**src/rtl/rev_add_pkg.sv**
```systemverilog
package rev_add_pkg;

    // one wire triple of a 3x3 reversible gate
    typedef struct packed {
        logic x;
        logic y;
        logic z;
    } trio_t;

    localparam logic ANC_LO = 1'b0;
    localparam logic ANC_HI = 1'b1;
    localparam int   JUNK_PER_SLICE = 4;

    function automatic int ones3(input trio_t t);
        return int'(t.x) + int'(t.y) + int'(t.z);
    endfunction

endpackage

```
**src/rtl/rev_xa_gate.sv**
```systemverilog
module rev_xa_gate
    import rev_add_pkg::*;
(
    input  trio_t din,
    output trio_t dout
);
    // (x,y,z) -> (x, x^y, (x&y)^z)
    always_comb begin
        dout.x = din.x;
        dout.y = din.x ^ din.y;
        dout.z = (din.x & din.y) ^ din.z;
    end
endmodule

```
**src/rtl/rev_cswap_gate.sv**
```systemverilog
module rev_cswap_gate
    import rev_add_pkg::*;
(
    input  trio_t din,
    output trio_t dout
);
    // control x exchanges y and z when set
    always_comb begin
        dout.x = din.x;
        dout.y = din.x ? din.z : din.y;
        dout.z = din.x ? din.y : din.z;
    end
endmodule

```
**src/rtl/rev_add_slice.sv**
```systemverilog
module rev_add_slice
    import rev_add_pkg::*;
(
    input  logic       a,
    input  logic       b,
    input  logic       cin,
    output logic       s,
    output logic       cout,
    output logic [3:0] junk
);
    trio_t pg_in, pg_out;
    trio_t sm_in, sm_out;
    trio_t cy_in, cy_out;

    // first gate: propagate and generate
    assign pg_in = '{x: a, y: b, z: ANC_LO};
    rev_xa_gate u_pg (.din(pg_in), .dout(pg_out));

    // second gate: sum and P&C
    assign sm_in = '{x: pg_out.y, y: cin, z: ANC_LO};
    rev_xa_gate u_sm (.din(sm_in), .dout(sm_out));

    // swap gate: control G, data (P&C, 1) -> middle output is G | P&C
    assign cy_in = '{x: pg_out.z, y: sm_out.z, z: ANC_HI};
    rev_cswap_gate u_cy (.din(cy_in), .dout(cy_out));

    assign s    = sm_out.y;
    assign cout = cy_out.y;
    // [0] copy of a, [1] P, [2] G, [3] ~G | P&C
    assign junk = {cy_out.z, cy_out.x, sm_out.x, pg_out.x};
endmodule

```
**src/rtl/rev_ripple_adder.sv**
```systemverilog
module rev_ripple_adder
    import rev_add_pkg::*;
#(
    parameter int N = 8
) (
    input  logic [N-1:0]                op_a,
    input  logic [N-1:0]                op_b,
    input  logic                        carry_in,
    output logic [N-1:0]                sum,
    output logic                        carry_out,
    output logic [JUNK_PER_SLICE*N-1:0] garbage
);
    localparam int JW = JUNK_PER_SLICE * N;

    logic [N:0] chain;

    assign chain[0] = carry_in;

    for (genvar i = 0; i < N; i++) begin : g_slice
        rev_add_slice u_slice (
            .a    (op_a[i]),
            .b    (op_b[i]),
            .cin  (chain[i]),
            .s    (sum[i]),
            .cout (chain[i+1]),
            .junk (garbage[JUNK_PER_SLICE*i +: JUNK_PER_SLICE])
        );
    end

    assign carry_out = chain[N];

    logic [JW-1:0] unused_width_ref;
    assign unused_width_ref = garbage;
endmodule

```
**config.mk**
```make
export PLATFORM = sky130hd
export DESIGN_NAME = rev_ripple_adder
export DESIGN_NICKNAME = d
export VERILOG_FILES = /design/src/rtl/rev_add_pkg.sv /design/src/rtl/rev_xa_gate.sv /design/src/rtl/rev_cswap_gate.sv /design/src/rtl/rev_add_slice.sv /design/src/rtl/rev_ripple_adder.sv
export SDC_FILE = /design/constraint.sdc
export NUM_CORES = 1
export LEC_CHECK = 0
export ABC_CLOCK_PERIOD_IN_PS = 5800
export BUFFER_PORTS_ARGS = -buffer_cell sky130_fd_sc_hd__clkbuf_2
export CAP_MARGIN = 20
export CORE_MARGIN = 1.5
export CORE_UTILIZATION = 36
export DETAILED_ROUTE_END_ITERATION = 8
export PLACE_DENSITY = 0.83
export SLEW_MARGIN = 20
export SYNTH_ARGS = -nofsm -noshare
export SYNTH_HDL_FRONTEND = slang
export SYNTH_SLANG_ARGS = --single-unit
```
**constraint.sdc**
```tcl
create_clock -name vclk -period 5.8
set_input_delay 1.16 -clock vclk [all_inputs]
set_output_delay 1.16 -clock vclk [all_outputs]
set_load 0.005 [all_outputs]
```
==> results <==
- The flow ran to the end, and the final reports show no timing, DRC or antenna violations.
- The power density relative to cell area is 82.8 nW/um2.
- The number of placed instances, taps included, is between 100 and 150.
- The sequential-to-total area share from yosys stat is 0.
- After detailed routing, the number of vias per cell comes to 4.22.
- The class of the most critical hold timing path is in2out.
- The number of max-cap violations is 0.
- The number of unique standard cell types used by synthesis is 4.
- For the pin with the worst max-slew slack, the measured transition is roughly 110 ps.
- Once layout is complete, the cells apart from fillers number between 100 and 150.
- The final sequential cell count is 0.
- The die extent in x is 41.1 um.
- The standard cell core area is about 1300 um2.
- For this block, the initial DRC count from the detailed router was 1.
- In the final routed layout, each cell accounts on average for roughly 8.7 um.
- The worst setup path is launched from a primary input.
- The layout has 0 clock buffers.
- The half-perimeter wire length after detailed placement is roughly 960 um.
- In this run the worst path has a maximum fanout of 3.
- Detailed routing placed a total of 544 um of wire on met2.
- The floorplan die area is between 1500 and 2000 um2.
- Across all layers, the routed design uses 477 vias.
- The area added between synthesis and finish is 36.6%.
- In this run the tightest slew margin relative to its limit is 0.926.
- The number of port buffers is 58.
- The flip-flop and latch area is 0 um2.
- Counting every instance in the synthesized netlist gives 56.
- The mapped netlist covers 523 um2.
- After layout, the worst setup slack is ~180 ps.
- A synthesized cell averages 9.34 um2.
- The final hold slack is 2530 ps.
- Summed over all layers, the routed wires come to 985 um.
- STA classifies the critical path endpoint as an output pin.
- For this configuration, the core starts out at a cell density of 0.392.
- In the final routing, the length of wire on met1 measures 269 um.
- The most prevalent standard cell on the critical path is sky130_fd_sc_hd__fa_1.
- The first global-routing pass estimated 1.35 mm of wire.
- The initial antenna violation count is 0.
- The leakage component of the power is a little under 0.0005 uW.
- Measured on the finished design, the core utilization comes to 0.536.
- The clock period minus worst slack is 5620 ps.
- The first detailed-routing pass took 2 iterations.
- The antenna cell count is 0.
- In the final timing run, aggregate negative setup slack is 0 ps.
- The signal on the critical path passes through clkbuf_2, inv_1, fa_1, inv_1, fa_1, fa_1, fa_2, fa_1, fa_1, fa_1, inv_1, fa_1, inv_1, clkbuf_2.
- Data on the critical path arrives at its endpoint at approximately 4500 ps.
- The adder and majority gate portion of the synthesized area is 0.641.
- The total count of max-transition violations in the final report is 0.
- The detail route stage leaves a number of antenna-violating nets equal to 0.
- The maximum number of pins on one net before global-route repair is 5.
- Of the available clock period, the critical path in the final layout requires 0.970.
- The die is around 41 um tall.
- Setup repair after global routing left no endpoint under its margin.
- For the worst setup path, the data required time is around 4600 ps.
- The final hold violation count was 0.
- For this run, the total global-route usage over all layers was measured as 0.114.
- Static timing analysis puts the maximum clock frequency at 178 MHz.
- Of the total synthesized cell area, the portion taken by AND, OR, NAND and NOR gates is 0.
- The post-synthesis net count is 95.
- The maximum cell stage delay along the critical path is about 420 ps.
- For this run, design rule violations remaining after detail routing come to 0.
- The post-synthesis compound-gate area fraction is 0.
- The warning count from the yosys run is 0.
- IR analysis of the VDD net gives a maximum drop of 0.0367 mV.
- At the end of routability-driven placement, the weighted congestion stood at 0.629.
- The standard cell with the maximum stage delay on the critical path is sky130_fd_sc_hd__fa_1.
- The net count of the finished layout is between 100 and 150.
- After synthesis, the largest family of logic cells by area is adder cells.
- The category of the most critical setup path is in2out.
- After clock tree synthesis, the flow added hold-fix buffers numbering 0.
- Detailed routing placed a total of about 170 um of wire on met3.
- The number of top-level pins is 58.
- The uppermost layer routed is met3.
- The initialized floorplan defines 13 standard-cell rows.
- Setup violations remaining at the end of the flow were counted as 0.
- OpenSTA, run right after detailed placement, puts the worst setup slack at 107 ps.
- The fraction of synthesized cell area in xor and xnor cells is 0.
- The proportion of layout cells with a drive suffix above 1 is 0.602.
- The final global-route overflow total is 0.
- The number of global-route vias before repair was 377.
- Of the post-synthesis cell area, the part taken by muxes is 0.
==> worst max-delay path: cells and delay by family <==
family	cells	cell delay [ps]
fa+ha+maj	8	2820
buf+inv	6	470
==> layout make-up <==
type,count,area (um2)
timing repair buffer,58,290
multi-input combinational,22,338
inverter,18,67.6
fill,121,619
tap,15,18.8
==> synthesized netlist by cell type, drive strengths merged <==
| cell type | instances | area, um2 |
|---|---|---|
| buf | 16 | 120 |
| inv | 18 | 67.6 |
| ha | 14 | 175 |
| fa | 8 | 160 |
==> per-stage QoR <==
| stage | power [uW] | cell area, um2 |
|---|---|---|
| 5_1_grt | 70.0 | 714 |
| 6_report | 59.2 | 714 |
| 2_1_floorplan | 41.2 | 523 |
| 3_5_place_dp | 60.6 | 712 |
| 3_3_place_gp | 57.8 | 712 |
| 4_1_cts | 61.1 | 712 |
==> final timing paths <==
kind    start          to  slack [ps]  cells past startpoint
max   op_a[0]      sum[7]         180                     14
min   op_a[0]  garbage[0]        2530                      2
==> power by group <==
group	switching [uW]	internal (uW)	total [uW]
Clock	0	0	0
Combinational	29.1	30.1	59.2
Sequential	0	0	0
Total	29.1	30.1	59.2
==> logic make-up after synthesis <==
kind of cell,after synthesis
adders and majority gates,22
buffers and inverters,34
==> layer usage <==
metal	global-route usage	vias up
met1	0.0814	207
met4	0	0
met5	0	-
li1	-	226
met3	0.00543	0
met2	0.297	44
==> what timing repair did <==
item / in CTS / in global routing
setup endpoints to repair: 0 / 1
resized for setup: 0 / 1
endpoints found under the hold margin: 0 / 0
setup buffers: 0 / 0
==> layout by cell type (no fill, tap or decap) <==
master	netlist	routed
sky130_fd_sc_hd__clkbuf_2	0	58
sky130_fd_sc_hd__fa_1	8	7
sky130_fd_sc_hd__fa_2	0	1
sky130_fd_sc_hd__ha_1	14	14
sky130_fd_sc_hd__inv_1	18	18
Note: power is estimated with default switching activity, not from simulation.
